===== config.mk =====
export PLATFORM = sky130hd
export DESIGN_NAME = trace_window_capture
export DESIGN_NICKNAME = d
export VERILOG_FILES = /design/src/rtl/twc_pkg.sv /design/src/rtl/twc_sync_detect.sv /design/src/rtl/twc_capture_ctrl.sv /design/src/rtl/twc_fifo.sv /design/src/rtl/twc_start_resolver.sv /design/src/rtl/trace_window_capture.sv
export SDC_FILE = /design/constraint.sdc
export NUM_CORES = 1
export LEC_CHECK = 0
export BUFFER_PORTS_ARGS = -buffer_cell sky130_fd_sc_hd__buf_2
export CORE_MARGIN = 5
export CORE_UTILIZATION = 45
export CTS_BUF_LIST = sky130_fd_sc_hd__clkbuf_8
export CTS_CLUSTER_DIAMETER = 200
export CTS_CLUSTER_SIZE = 24
export DETAILED_ROUTE_END_ITERATION = 8
export MAX_ROUTING_LAYER = met4
export PLACE_DENSITY = 0.69
export RECOVER_POWER = 25
export SETUP_SLACK_MARGIN = 0.2
export SLEW_MARGIN = 5
export SYNTH_ARGS = -nofsm -noshare
export SYNTH_HDL_FRONTEND = slang
export SYNTH_SLANG_ARGS = --single-unit

===== constraint.sdc =====
create_clock -name clk -period 9.6 [get_ports clk]
set_input_delay 0 -clock clk [delete_from_list [all_inputs] [get_ports clk]]
set_output_delay 0 -clock clk [all_outputs]
set_load 0.1 [all_outputs]

===== src/rtl/twc_pkg.sv =====
`timescale 1ns/1ps
// twc_pkg: shared codes and state types for the trace window capture unit.
// Assumes a 3-bit flow code and a 2-bit flush code on the status buses.
package twc_pkg;
    localparam logic [2:0] FC_MARK = 3'b011;
    localparam logic [2:0] FC_SEQ  = 3'b001;
    localparam logic [2:0] FC_DIR  = 3'b110;
    localparam logic [2:0] FC_IND  = 3'b101;

    typedef enum logic [2:0] {
        PH_IDLE,
        PH_NEXT,
        PH_RESOLVE,
        PH_LOOKUP,
        PH_DONE,
        PH_ERROR
    } phase_t;

    typedef enum logic [1:0] {
        K_SEQ,
        K_DIR,
        K_IND
    } kind_t;
endpackage


===== src/rtl/twc_sync_detect.sv =====
`timescale 1ns/1ps
// twc_sync_detect: flags the sync marker in the shared flow code.
// Code 011 is a marker only when the previous clock's code was 000, 001
// or 010. The first clock after reset has no previous code.
module twc_sync_detect
    import twc_pkg::*;
(
    input  logic       clk,
    input  logic       rst_n,
    input  logic [2:0] flow_code,
    output logic       sync_now
);
    logic [2:0] prev_code;
    logic       prev_ok;
    logic       prev_allows;

    // Remember the code from the previous clock and whether it exists.
    always_ff @(posedge clk) begin
        if (!rst_n) begin
            prev_code <= 3'b111;
            prev_ok   <= 1'b0;
        end else begin
            prev_code <= flow_code;
            prev_ok   <= 1'b1;
        end
    end

    // Previous codes that allow the next 011 to be read as a marker.
    always_comb begin
        case (prev_code)
            3'b000, 3'b001, 3'b010: prev_allows = 1'b1;
            default:                prev_allows = 1'b0;
        endcase
    end

    // Marker decision for the current clock.
    always_comb sync_now = prev_ok && prev_allows && (flow_code == FC_MARK);
endmodule


===== src/rtl/twc_capture_ctrl.sv =====
`timescale 1ns/1ps
// twc_capture_ctrl: decides on which clocks samples are stored.
// Back mode stores from the first clock out of reset. Window mode stores
// from the marker clock on. mode_window is assumed static between resets.
module twc_capture_ctrl (
    input  logic clk,
    input  logic rst_n,
    input  logic mode_window,
    input  logic sync_now,
    output logic active,
    output logic capturing
);
    logic cap_on;

    // Latch that capture has begun.
    always_ff @(posedge clk) begin
        if (!rst_n) cap_on <= 1'b0;
        else        cap_on <= active;
    end

    // Storage is enabled on the starting clock and on every clock after it.
    always_comb active = cap_on | (mode_window ? sync_now : 1'b1);

    // Export the latched state.
    always_comb capturing = cap_on;
endmodule


===== src/rtl/twc_fifo.sv =====
`timescale 1ns/1ps
// twc_fifo: capture buffer with two write ports per clock and one read.
// Port A (status) goes ahead of port B (address). Writes that do not fit
// are dropped, and a sticky overflow flag is raised. Free space is counted
// before this clock's read. DEPTH must be a power of two and at least 2.
// Storage is not reset.
module twc_fifo #(
    parameter int WIDTH = 33,
    parameter int DEPTH = 8
) (
    input  logic             clk,
    input  logic             rst_n,
    input  logic             push_a,
    input  logic [WIDTH-1:0] data_a,
    input  logic             push_b,
    input  logic [WIDTH-1:0] data_b,
    input  logic             pop,
    output logic             not_empty,
    output logic [WIDTH-1:0] head,
    output logic             overflow
);
    localparam int PTR_W = $clog2(DEPTH);
    localparam int CNT_W = $clog2(DEPTH + 1);

    logic [WIDTH-1:0] mem [DEPTH];
    logic [PTR_W-1:0] wp, rp, wp_b;
    logic [CNT_W-1:0] count, free;
    logic             acc_a, acc_b, pop_ok;
    logic [1:0]       n_acc;

    // Admission: A needs one slot, B needs one more if A was taken.
    always_comb begin
        free   = CNT_W'(DEPTH) - count;
        acc_a  = push_a && (free != '0);
        acc_b  = push_b && (free >= (push_a ? CNT_W'(2) : CNT_W'(1)));
        n_acc  = {1'b0, acc_a} + {1'b0, acc_b};
        pop_ok = pop && (count != '0);
        wp_b   = wp + PTR_W'(acc_a);
    end

    // One storage slot per entry; A has the slot at wp, B the one after.
    for (genvar i = 0; i < DEPTH; i++) begin : g_slot
        always_ff @(posedge clk) begin
            if (acc_a && (wp == PTR_W'(i)))        mem[i] <= data_a;
            else if (acc_b && (wp_b == PTR_W'(i))) mem[i] <= data_b;
        end
    end

    // Pointers, occupancy and the sticky drop flag.
    always_ff @(posedge clk) begin
        if (!rst_n) begin
            wp       <= '0;
            rp       <= '0;
            count    <= '0;
            overflow <= 1'b0;
        end else begin
            wp       <= wp + PTR_W'(n_acc);
            rp       <= rp + PTR_W'(pop_ok);
            count    <= count + CNT_W'(n_acc) - CNT_W'(pop_ok);
            overflow <= overflow | (push_a && !acc_a) | (push_b && !acc_b);
        end
    end

    // Read side shows the oldest entry.
    always_comb begin
        not_empty = (count != '0);
        head      = mem[rp];
    end
endmodule


===== src/rtl/twc_start_resolver.sv =====
`timescale 1ns/1ps
// twc_start_resolver: works out the trace window start address.
// It records the first two tagged addresses stored (T1, T2) and, in window
// mode, the flow code on the clock after the marker. A direct-branch start
// asks the lookup port for the displacement of the branch at T1 - INSN_BYTES.
// It assumes OFF_W < ADDR_W and that a response completes on the clock
// where lk_rsp_ready is high.
module twc_start_resolver
    import twc_pkg::*;
#(
    parameter int ADDR_W     = 32,
    parameter int OFF_W      = 16,
    parameter int INSN_BYTES = 4
) (
    input  logic              clk,
    input  logic              rst_n,
    input  logic              mode_window,
    input  logic              active,
    input  logic [2:0]        flow_code,
    input  logic              tag_push,
    input  logic [ADDR_W-1:0] tag_addr,
    input  logic              lk_rsp_ready,
    input  logic [OFF_W-1:0]  lk_rsp_offset,
    output logic              lk_req_valid,
    output logic [ADDR_W-1:0] lk_req_addr,
    output logic              start_valid,
    output logic              start_err,
    output logic [ADDR_W-1:0] start_addr
);
    localparam int EXT_W = ADDR_W - OFF_W;

    phase_t            phase;
    kind_t             kind;
    logic [ADDR_W-1:0] t1, t2, branch_pc, off_ext;
    logic [1:0]        ntag;

    // Address of the direct branch and its sign-extended displacement.
    always_comb begin
        branch_pc = t1 - ADDR_W'(INSN_BYTES);
        off_ext   = {{EXT_W{lk_rsp_offset[OFF_W-1]}}, lk_rsp_offset};
    end

    // Record the first two tagged addresses in storage order.
    always_ff @(posedge clk) begin
        if (!rst_n) begin
            t1   <= '0;
            t2   <= '0;
            ntag <= 2'd0;
        end else if (tag_push) begin
            if (ntag == 2'd0)      t1 <= tag_addr;
            else if (ntag == 2'd1) t2 <= tag_addr;
            if (ntag != 2'd2) ntag <= ntag + 2'd1;
        end
    end

    // Resolution sequence: wait for the start, classify, gather, look up.
    always_ff @(posedge clk) begin
        if (!rst_n) begin
            phase      <= PH_IDLE;
            kind       <= K_SEQ;
            start_addr <= '0;
        end else begin
            case (phase)
                PH_IDLE: begin
                    if (active) begin
                        kind  <= K_SEQ;
                        phase <= mode_window ? PH_NEXT : PH_RESOLVE;
                    end
                end
                PH_NEXT: begin
                    phase <= PH_RESOLVE;
                    case (flow_code)
                        FC_SEQ:  kind <= K_SEQ;
                        FC_DIR:  kind <= K_DIR;
                        FC_IND:  kind <= K_IND;
                        default: phase <= PH_ERROR;
                    endcase
                end
                PH_RESOLVE: begin
                    case (kind)
                        K_SEQ: begin
                            if (ntag != 2'd0) begin
                                start_addr <= t1;
                                phase      <= PH_DONE;
                            end
                        end
                        K_IND: begin
                            if (ntag == 2'd2) begin
                                start_addr <= t2;
                                phase      <= PH_DONE;
                            end
                        end
                        K_DIR: begin
                            if (ntag != 2'd0) phase <= PH_LOOKUP;
                        end
                        default: phase <= PH_ERROR;
                    endcase
                end
                PH_LOOKUP: begin
                    if (lk_rsp_ready) begin
                        start_addr <= branch_pc + off_ext;
                        phase      <= PH_DONE;
                    end
                end
                default: ;
            endcase
        end
    end

    // Outputs decoded from the phase.
    always_comb begin
        lk_req_valid = (phase == PH_LOOKUP);
        lk_req_addr  = branch_pc;
        start_valid  = (phase == PH_DONE);
        start_err    = (phase == PH_ERROR);
    end
endmodule


===== src/rtl/trace_window_capture.sv =====
`timescale 1ns/1ps
// trace_window_capture: top of the program trace window capture unit.
// It stores per-clock status samples and sporadic tagged addresses in a
// typed FIFO and works out the trace window start address. The entry's
// top bit is 1 for an address and 0 for a status sample.
// mode_window is assumed stable between resets.
module trace_window_capture #(
    parameter int ADDR_W     = 32,
    parameter int OFF_W      = 16,
    parameter int FIFO_DEPTH = 8,
    parameter int INSN_BYTES = 4
) (
    input  logic              clk,
    input  logic              rst_n,
    input  logic              mode_window,
    input  logic [2:0]        flow_code,
    input  logic [1:0]        flush_code,
    input  logic              tag_valid,
    input  logic [ADDR_W-1:0] tag_addr,
    output logic              lk_req_valid,
    output logic [ADDR_W-1:0] lk_req_addr,
    input  logic              lk_rsp_ready,
    input  logic [OFF_W-1:0]  lk_rsp_offset,
    output logic              start_valid,
    output logic              start_err,
    output logic [ADDR_W-1:0] start_addr,
    output logic              capturing,
    input  logic              rd_en,
    output logic              rd_valid,
    output logic [ADDR_W:0]   rd_data,
    output logic              overflow
);
    localparam int ENTRY_W = ADDR_W + 1;
    localparam int PAD_W   = ADDR_W - 5;

    logic               sync_now, active, tag_push;
    logic [ENTRY_W-1:0] status_entry, addr_entry;

    twc_sync_detect u_sync (
        .clk      (clk),
        .rst_n    (rst_n),
        .flow_code(flow_code),
        .sync_now (sync_now)
    );

    twc_capture_ctrl u_ctrl (
        .clk        (clk),
        .rst_n      (rst_n),
        .mode_window(mode_window),
        .sync_now   (sync_now),
        .active     (active),
        .capturing  (capturing)
    );

    // Build the two typed entries for this clock.
    always_comb begin
        tag_push     = active && tag_valid;
        status_entry = {1'b0, {PAD_W{1'b0}}, flush_code, flow_code};
        addr_entry   = {1'b1, tag_addr};
    end

    twc_fifo #(
        .WIDTH(ENTRY_W),
        .DEPTH(FIFO_DEPTH)
    ) u_fifo (
        .clk      (clk),
        .rst_n    (rst_n),
        .push_a   (active),
        .data_a   (status_entry),
        .push_b   (tag_push),
        .data_b   (addr_entry),
        .pop      (rd_en),
        .not_empty(rd_valid),
        .head     (rd_data),
        .overflow (overflow)
    );

    twc_start_resolver #(
        .ADDR_W    (ADDR_W),
        .OFF_W     (OFF_W),
        .INSN_BYTES(INSN_BYTES)
    ) u_start (
        .clk          (clk),
        .rst_n        (rst_n),
        .mode_window  (mode_window),
        .active       (active),
        .flow_code    (flow_code),
        .tag_push     (tag_push),
        .tag_addr     (tag_addr),
        .lk_rsp_ready (lk_rsp_ready),
        .lk_rsp_offset(lk_rsp_offset),
        .lk_req_valid (lk_req_valid),
        .lk_req_addr  (lk_req_addr),
        .start_valid  (start_valid),
        .start_err    (start_err),
        .start_addr   (start_addr)
    );
endmodule


==> results.yml, run 1 <==
timing:
  finalWorstSetupSlack_ns: 3.76
  clock-skew-final_ns: 0.0185
  setup_viol: 0
  slew_violations: 246
  slew_headroom_pct: -194
  fmax_mhz: 171
  final.setup.tns_ns: 0
  post-route-period-util_pct: 60.8
  worst_slew_pin_slew_ns: 4.40
  hold_viol_final: 0
  timing.final.crit_period_ns: 5.84
  rsz0062_at_grt: "false"
yosys:
  synth_cell_types: 73
  synth_edf_count: 263
  yosysSeqAreaShare_pct: 53.1
  ys_ff_latch: 383
  synth_nets: 1813
  async_flop_share_pct: 0
  ys.warnings.count: 0
  syn_area_sq_um: 19400
  syn_area_per_cell_sq_um: 11.4
  synthCells: 1701
  ys.flop_type: "edfxtp_1"
final_layout:
  area_growth_pct: 10.2
  diodes: 0
  nets: 1951
  final_cell_mix: "edfxtp_1 (263), nand2_1 (234), and2_1 (220), a21oi_1 (145), dfxtp_1 (119)"
  mostFrequentLayoutCell: "edfxtp_1"
  drive_gt1_share_pct: 15.2
critical_path:
  reg2reg_from: "u_sync.prev_code[0]"
  path_max_fanout: 67
  reg2reg_to: "u_fifo.mem[1][12]"
  ff2ff_path_depth: 6
  cp_cell_sequence: "clkbuf_1 -> mux4_2 -> mux2_2 -> clkbuf_1"
  worstSetupEndpointType: "output port"
  cp.arrival_ns: 5.84
  slowest_stage: "clkbuf_1"
  critPathMaxStageDelay_ns: 2.99
  r2r_slack_ns: 4.96
  timing_worst_setup_path_type: "flip-flop to output port"
  crit_path_start_kind: "flip-flop"
  cp_common_cell: "clkbuf_1"
  crit_required_ns: 9.60
die:
  start_util_pct: 45.2
  die_h_um: 218
  fp-row-count: 76
  fp.coreArea_sq_um: 42900
  die_width_um: 218
  top_level_ports: 162
  die_area_sq_um: 47400
power_and_ir_drop:
  ir_drop_uv: 208
  p_sw_share_pct: 48.0
  pwr-share-comb_pct: 51.2
  p_sw_w: 0.00291
  p_clk_share_pct: 11.3
  p_per_area_nw_per_um2: 283
  p_total_w: 0.00606
  internal_power_w: 0.00315
  leakagePower_nw: 7.58
  seqPwrFrac_pct: 37.4
global_routing:
  antenna_found_initial: 0
  grt_pass1_vias: 13400
  grtUsageTotal_pct: 21.9
  grt_max_degree: 96
  grt_overflow: 0
  grt_pass1_wl_mm: 79.7
detailed_routing:
  wl_mm: 51.7
  drt_iter0_drc: 1112
  firstDrtPassIters: 5
  drc: 0
  drtAntennaViolNets: 0
  routedWlPerCell_um: 21.2
  vias: 13600
  via_per_inst: 5.58
cts:
  numCtsBuffers: 19
  clk_pin_slew_ns: 0.14
  cts.path.max_buffers: 3
  cts_resized: 0
  insertion_delay_ns: 0.58
  cts_tree: "done"
  htreeDepth: 1
  root_buffer: "clkbuf_8"
  clock_sinks: 383
min_path:
  min_from: "lk_rsp_offset[2]"
  hold-path-cell-count: 5
  worstHoldEndpoint: "u_start.start_addr[2]"
  hold_class: "input port to flip-flop"
placement:
  port_buffers: 161
  gp_congestion: 0.903
  dp_hpwl_mm: 33.3
  dp_slack_ns: 5.49
outcome:
  status: "finished with violations"
  violations: "max-capacitance violations, max-slew violations"
flow_run:
  drv_cap: 6
==> power by group through the flow <==
stage                     logic [W]  registers (W)  clock network, W
after floorplan             0.00240        0.00236                 0
after global placement      0.00308        0.00229                 0
after detailed placement    0.00311        0.00230                 0
after CTS                   0.00314        0.00227          0.000705
after global routing        0.00328        0.00230          0.000759
final                       0.00310        0.00227          0.000687
==> what timing repair did <==
action                     in CTS  in global routing
buffers inserted                0                  0
setup endpoints to repair       0                  0
hold endpoints to repair      351                  0
hold buffers                   45                  0
==> through the flow <==
step,util (%),hold slack (ns),instances,cell area [sq um]
after floorplan,-,0.0277,1701,19400
after global placement,48.4,0.321,2358,20800
after detailed placement,48.4,0.334,2358,20800
after CTS,50.2,0.0166,2437,21500
after global routing,49.9,0.0474,2437,21400
final,49.9,0.0508,2437,21400
==> kinds of logic after synthesis <==
group           after synthesis  share of synthesized area, %
flops                       383                          53.1
xor+xnor                     60                          2.75
buf+inv                     138                          2.93
compound gates              275                          8.37
mux                         141                          12.0
fa+ha+maj                    53                          3.53
simple gates                651                          17.4
==> final cells by class <==
| class | instances | area (sq um) |
|---|---|---|
| fill | 3847 | 21500 |
| sequential | 383 | 10300 |
| multi-input combinational | 1180 | 8620 |
| timing repair buffer | 227 | 1300 |
| tap | 585 | 732 |
| clock buffer | 19 | 262 |
| inverter | 28 | 105 |
| clock inverter | 15 | 60.1 |
==> critical path: cells and delay by family (launching register included) <==
kind     cells  cell delay, ns
buf+inv      2            3.88
flops        1            0.33
mux          2            0.98
==> registers in the layout, indices dropped and copies added (netlist names) <==
signal / cells
u_fifo.mem: 264
u_start.kind: 2
u_start.phase: 3
u_start.ntag: 2
u_start.start_addr: 32
u_fifo.rp: 3
u_fifo.wp: 3
u_sync.prev_code: 3
u_fifo.overflow: 1
u_start.t1: 32
u_start.t2: 32
u_sync.prev_ok: 1
u_ctrl.capturing: 1
u_fifo.count: 4
==> layer usage <==
layer	up-vias	track usage (%)	part of all wire, %	routed length [um]
met5	-	-	0	0
met4	0	2.34	1.0	532
met3	39	3.01	6.3	3270
met2	448	35.0	47	24300
met1	6736	31.4	46	23600
li1	6372	-	-	-
==> cell usage after synthesis, types with 4 or more instances <==
cell,n,area (sq um)
mux2i_1,7,70.1
nand4_1,10,62.6
clkbuf_1,75,282
dfxtp_1,120,2400
a31oi_1,12,75.1
nor4_1,4,25.0
mux4_2,66,1490
nand2_1,234,878
a211oi_1,8,60.1
buf_1,15,56.3
edfxtp_1,263,7900
and4_1,5,43.8
a21o_1,15,113
ha_1,50,626
nor3_1,25,125
nor2b_1,10,62.6
xor2_1,24,210
buf_2,10,50.1
a22o_1,5,43.8
o21a_1,7,52.6
nand2b_1,16,100
xnor2_1,35,307
o21ai_0,37,185
and2_1,223,1400
nand3_1,28,140
buf_4,5,37.5
or4_1,5,37.5
nor2_1,63,236
a21oi_1,145,726
o211ai_1,19,143
inv_1,27,101
mux2_2,68,766
==> worst max path at each step <==
stage	cells past startpoint	startpoint	slack, ns	end
2_1_floorplan	17	u_start.t1[2]	3.93	u_start.start_addr[26]
5_1_grt	4	u_fifo.rp[1]	3.37	rd_data[2]
3_5_place_dp	13	u_start.t1[4]	5.49	u_start.start_addr[26]
4_1_cts	13	u_start.t1[4]	5.44	u_start.start_addr[26]
3_3_place_gp	13	u_start.t1[4]	5.48	u_start.start_addr[26]
6_report	4	u_fifo.rp[1]	3.76	rd_data[3]
Note: power is estimated with default switching activity, not from simulation.
==> inputs of run 2 (changes only) <==
--- a/config.mk
+++ b/config.mk
@@ -5,6 +5,7 @@
 export SDC_FILE = /design/constraint.sdc
 export NUM_CORES = 1
 export LEC_CHECK = 0
+export ABC_AREA = 1
 export BUFFER_PORTS_ARGS = -buffer_cell sky130_fd_sc_hd__buf_2
 export CORE_MARGIN = 5
 export CORE_UTILIZATION = 45
==> constraint.sdc (replaced) <==
create_clock -name clk -period 5.7 [get_ports clk]
set_input_delay 0 -clock clk [delete_from_list [all_inputs] [get_ports clk]]
set_output_delay 0 -clock clk [all_outputs]
set_load 0.1 [all_outputs]
==> results.yml, run 2 <==
final_layout:
  seqCellArea_sq_um: 10300
  final_cell_mix: "nor2_1 (554), nand2_1 (299), o21ai_0 (294), edfxtp_1 (263), inv_1 (215)"
  nets: 2636
  fillers: 4279
  largest-register: "u_fifo.mem"
  multi_input_area_sq_um: 8160
  drive_gt1_share_pct: 7.29
  largest_register_ffs: 264
  mostFrequentLayoutCell: "nor2_1"
  area_growth_pct: 9.08
outcome:
  violations: "max-capacitance violations, max-slew violations"
  status: "finished with violations"
critical_path:
  cp_num_buf_inv: 5
  timing_worst_setup_path_type: "input port to flip-flop"
  critPathMaxStageDelay_ns: 2.15
  reg2reg_to: "u_start.start_addr[12]"
  r2r_slack_ns: 1.55
  slowest_stage: "clkbuf_1"
  ff2ff_path_depth: 10
  crit_required_ns: 6.19
  cp_cell_sequence: "dlygate4sd3_1 -> clkbuf_1 -> clkbuf_1 -> clkinv_1 -> clkbuf_1 -> nor3_1"
  worstSetupEndpointType: "flip-flop"
  reg2reg_from: "u_start.phase[1]"
  crit_path_start_kind: "input port"
  cp.arrival_ns: 4.68
  cp_top_family: "buffers and inverters"
  path_max_fanout: 71
  cp_common_cell: "clkbuf_1"
cts:
  post_cts_buffers: 0
  numCtsBuffers: 19
  insertion_delay_ns: 0.59
  cts.path.max_buffers: 3
  htreeDepth: 1
  cts_resized: 0
  cts_tree: "done"
  clock_sinks: 383
  root_buffer: "clkbuf_8"
  ctsHoldBuffers: 50
  clk_pin_slew_ns: 0.14
yosys:
  ys.warnings.count: 0
  synth_largest_area_cell: "edfxtp_1"
  synth_cell_types: 45
  async_flop_share_pct: 0
  ys_ff_latch: 383
  syn_area_sq_um: 19900
  synth_common_cells: "nor2_1 (554), nand2_1 (301), o21ai_0 (294)"
  ys.flop_type: "edfxtp_1"
  yosysMostFrequentCell: "nor2_1"
  yosys-top-cells-area: "edfxtp_1 (40%), dfxtp_1 (12%), nor2_1 (10%), o21ai_0 (7.4%), nand2_1 (5.7%)"
  synth_edf_count: 263
  yosysSeqAreaShare_pct: 51.7
  netlist.area_leader.share_pct: 39.7
  synthCells: 2398
  synth_nets: 2510
  syn_area_per_cell_sq_um: 8.31
timing:
  hold_viol_final: 0
  slew_violations: 153
  post-route-period-util_pct: 73.4
  timing.final.crit_period_ns: 4.18
  fmax_mhz: 239
  finalWorstSetupSlack_ns: 1.52
  clock-skew-final_ns: 0.0166
  final.setup.tns_ns: 0
  rsz0062_at_grt: "false"
  whs_ns: 0.0746
  setup_viol: 0
  slew_headroom_pct: -100
  worst_slew_pin_slew_ns: 3.00
die:
  start_util_pct: 45.2
  top_level_ports: 162
  fp.coreArea_sq_um: 44000
  die_width_um: 220
  die_h_um: 220
  die_area_sq_um: 48600
  fp-row-count: 77
power_and_ir_drop:
  p_clk_share_pct: 10.4
  pwr-share-comb_pct: 54.2
  internal_power_w: 0.00508
  ir_drop_uv: 433
  p_per_area_nw_per_um2: 511
  seqPwrFrac_pct: 35.4
  p_sw_share_pct: 54.2
  leakagePower_nw: 8.79
  p_sw_w: 0.00603
global_routing:
  antenna_found_initial: 1
  grt_pass1_wl_mm: 92.2
  grt_max_degree: 96
  grtUsageTotal_pct: 24.6
  grt_pass1_vias: 16500
  grt_overflow: 0
min_path:
  worstHoldEndpoint: "u_start.start_addr[31]"
  hold-path-cell-count: 5
  min_from: "lk_rsp_offset[15]"
  hold_class: "input port to flip-flop"
detailed_routing:
  drc: 0
  vias: 17200
  drt_iter0_drc: 1822
  drtAntennaViolNets: 0
  wl_mm: 59.4
  routedWlPerCell_um: 19.0
  firstDrtPassIters: 5
  via_per_inst: 5.50
flow_run:
  drv_cap: 3
placement:
  port_buffers: 161
  gp_congestion: 0.896
  dp_hpwl_mm: 38.5
  dp_slack_ns: 1.95
[run 2: cell count changes after synthesis, moves of 32 or more]
cell / change
nor2_1: +491
o21ai_0: +257
and2_1: -220
inv_1: +173
mux2_2: -68
nand2_1: +67
nand3_1: +67
mux4_2: -66
o22ai_1: +35
xnor2_1: -32
[run 2: how the worst max path moves through the flow]
stage	from	depth (start not counted)	endpoint	slack, ns
after floorplan	u_start.t1[2]	19	u_start.start_addr[30]	0.73
after global placement	u_fifo.count[0]	14	u_fifo.mem[0][1]	2.09
after detailed placement	u_fifo.count[0]	14	u_fifo.mem[0][1]	1.95
after CTS	u_fifo.rp[0]	7	rd_data[30]	1.66
after global routing	rst_n	6	u_start.t2[5]	0.99
final	rst_n	6	u_start.phase[1]	1.52
[run 2: cell type report]
class | count | area share [%]
Tap cell | 592 | 3.41
Sequential cell | 383 | 47.4
Clock inverter | 14 | 0.242
Inverter | 206 | 3.56
Timing Repair Buffer | 240 | 6.58
Multi-Input combinational cell | 1674 | 37.5
Clock buffer | 19 | 1.20
Antenna cell | 1 | 0.0115
[run 2: cells by family (layout without fill, tap and decap cells)]
| kind of cell | after synthesis | in the layout | synth area share [%] |
|---|---|---|---|
| DFF | 383 | 383 | 51.7 |
| other | 0 | 1 | 0 |
| AOI/OAI and AO/OA | 549 | 549 | 14.5 |
| and+or+nand+nor | 1035 | 1035 | 21.4 |
| adders and majority gates | 53 | 53 | 3.44 |
| xor gates and xnor gates | 37 | 37 | 1.63 |
| buffers and inverters | 341 | 479 | 7.33 |
[run 2: layer usage]
layer	GRT usage (%)	vias up	routed length, um
li1	-	8281	-
met1	34.3	8168	25900
met2	39.5	674	27800
met3	2.48	78	4590
met4	5.10	0	1110
met5	-	-	0
[run 2: worst reg2reg max path: cells and delay by family, from the launching register on]
kind | cells | cell delay, ns
buf+inv | 4 | 2.40
simple gates | 5 | 1.19
compound gates | 1 | 0.11
flops | 1 | 0.37
[run 2: per-stage QoR]
stage	utilization [%]	area (sq um)	std cells	total power [W]
6_report	49.3	21700	3129	0.0111
3_5_place_dp	47.7	21000	3045	0.0100
3_3_place_gp	47.7	21000	3045	0.00993
5_1_grt	49.3	21700	3129	0.0117
4_1_cts	49.6	21800	3128	0.0112
2_1_floorplan	-	19900	2398	0.00870
[run 2: power by group through the flow]
stage | Sequential [W] | Combinational [W] | Clock [W]
finish | 0.00393 | 0.00603 | 0.00116
CTS | 0.00392 | 0.00606 | 0.00117
global route | 0.00398 | 0.00643 | 0.00127
global placement | 0.00397 | 0.00596 | 0
floorplan | 0.00448 | 0.00421 | 0
detailed placement | 0.00399 | 0.00602 | 0
==> inputs of run 3 (changes only) <==
--- a/config.mk
+++ b/config.mk
@@ -14,7 +14,7 @@
 export CTS_CLUSTER_SIZE = 24
 export DETAILED_ROUTE_END_ITERATION = 8
 export MAX_ROUTING_LAYER = met4
-export PLACE_DENSITY = 0.69
+export PLACE_DENSITY = 0.71
 export RECOVER_POWER = 25
 export SETUP_SLACK_MARGIN = 0.2
 export SLEW_MARGIN = 5
==> constraint.sdc (replaced) <==
create_clock -name clk -period 3.8 [get_ports clk]
set_input_delay 0 -clock clk [delete_from_list [all_inputs] [get_ports clk]]
set_output_delay 0 -clock clk [all_outputs]
set_load 0.1 [all_outputs]
==> results.yml, run 3 (synthesis results as in run 2) <==
power_and_ir_drop:
  p_clk_share_pct: 10.3
  p_sw_share_pct: 54.1
  leakagePower_nw: 8.87
  ir_drop_uv: 752
  p_sw_w: 0.00916
  p_per_area_nw_per_um2: 762
  pwr-share-comb_pct: 55.4
  seqPwrFrac_pct: 34.3
  internal_power_w: 0.00775
global_routing:
  antenna_found_initial: 2
  grt_pass1_vias: 16800
  grt_max_degree: 76
  grt_pass1_wl_mm: 93.1
  grtUsageTotal_pct: 25.1
  grt_overflow: 0
flow_run:
  drv_cap: 1
critical_path:
  reg2reg_from: "u_fifo.count[0]"
  worstSetupEndpointType: "flip-flop"
  crit_path_start: "u_fifo.count[0]"
  cp.arrival_ns: 3.86
  path_max_fanout: 16
  crit_required_ns: 4.25
  timing_worst_setup_path_type: "flip-flop to flip-flop"
  r2r_slack_ns: 0.40
  crit_path_start_kind: "flip-flop"
detailed_routing:
  via_per_inst: 5.48
  drc: 0
  vias: 17200
  drtAntennaViolNets: 0
  routedWlPerCell_um: 19.2
  drt_iter0_drc: 1682
  firstDrtPassIters: 6
  wl_mm: 60.4
placement:
  place_area_sq_um: 21400
  dp_slack_ns: 0.314
  dp_hpwl_mm: 40.0
  port_buffers: 161
  gp_congestion: 0.911
final_layout:
  area_growth_pct: 11.4
  mostFrequentLayoutCell: "nor2_1"
  final_cell_mix: "nor2_1 (548), nand2_1 (298), o21ai_0 (295), edfxtp_1 (263), inv_1 (205)"
  nets: 2651
  largest_register_ffs: 264
  design_area_sq_um: 22200
  drive_gt1_share_pct: 9.36
  largest-register: "u_fifo.mem"
  fillers: 4257
die:
  top_level_ports: 162
  fp.coreArea_sq_um: 44000
  die_h_um: 220
  die_width_um: 220
  fp-row-count: 77
  start_util_pct: 45.2
  die_area_sq_um: 48600
timing:
  rsz0062_at_grt: "true"
  hold_viol_final: 0
  setup_viol: 0
  post-route-period-util_pct: 89.5
  final.setup.tns_ns: 0
  slew_violations: 51
  fmax_mhz: 294
  finalWorstSetupSlack_ns: 0.398
  timing.final.crit_period_ns: 3.40
  slew_headroom_pct: -37.1
  worst_slew_pin_slew_ns: 2.06
  clock-skew-final_ns: 0.0298
min_path:
  min_from: "lk_rsp_offset[7]"
  hold_class: "input port to flip-flop"
cts:
  insertion_delay_ns: 0.61
  cts.path.max_buffers: 3
  clk_pin_slew_ns: 0.17
  cts_tree: "done"
  numCtsBuffers: 19
  root_buffer: "clkbuf_8"
  htreeDepth: 1
  clock_sinks: 383
outcome:
  status: "finished with violations"
  violations: "max-capacitance violations, max-slew violations"
-- run 3: repair_timing --
item,4_1_cts,5_1_grt
hold buffers,52,0
endpoints found under the hold margin,345,0
endpoints found under the setup margin,0,31
setup buffers,0,1
gates resized for setup,0,7
-- run 3: worst paths after layout --
kind | cells after the start | end
max | 12 | u_fifo.mem[5][30]
min | 5 | u_start.start_addr[7]
max reg2reg | 12 | u_fifo.mem[5][30]
min reg2reg | 2 | u_start.t2[10]
-- run 3: metrics by stage --
step	hold WS [ns]	instances	power [W]	utilization (%)
final	0.0173	3138	0.0169	50.4
after floorplan	0.0277	2398	0.0131	-
after detailed placement	0.314	3057	0.0152	48.7
after global routing	0.112	3138	0.0178	50.4
after CTS	0.0110	3135	0.0170	50.5
after global placement	0.299	3057	0.0151	48.7
-- run 3: area by class of cell --
class,instances,area (sq um),share of cell area [%]
Sequential cell,383,10300,46.5
Multi-Input combinational cell,1674,8450,38.1
Timing Repair Buffer,255,1610,7.24
Inverter,206,782,3.53
Tap cell,592,741,3.34
Clock buffer,19,262,1.18
Clock inverter,7,30.0,0.135
Antenna cell,2,5.00,0.0226
-- run 3: worst max-delay path, cell delays in order, from the launching register on --
cell and delay [ns]:
dfxtp_1 0.33, inv_1 0.11, ha_1 0.24, nand2_1 0.07, o21ai_0 0.15, inv_1 0.17, ha_1 0.23, ha_1 0.34
or2_2 0.32, nor2_1 0.15, nand3_1 0.59, buf_4 0.45, nor2_1 0.11
-- run 3: power groups by stage --
stage	logic [W]	registers [W]	clock network, W
global route	0.0100	0.00586	0.00192
floorplan	0.00638	0.00673	0
global placement	0.00929	0.00585	0
finish	0.00937	0.00579	0.00174
CTS	0.00943	0.00578	0.00176
detailed placement	0.00937	0.00588	0
-- run 3: routing by layer --
metal  GRT usage [%]  up-vias  wire length, um
met5               -        -                0
met4            5.72        0             1300
met3            3.39       85             4620
met2            39.9      676            28100
met1            34.5     8151            26400
li1                -     8297                -
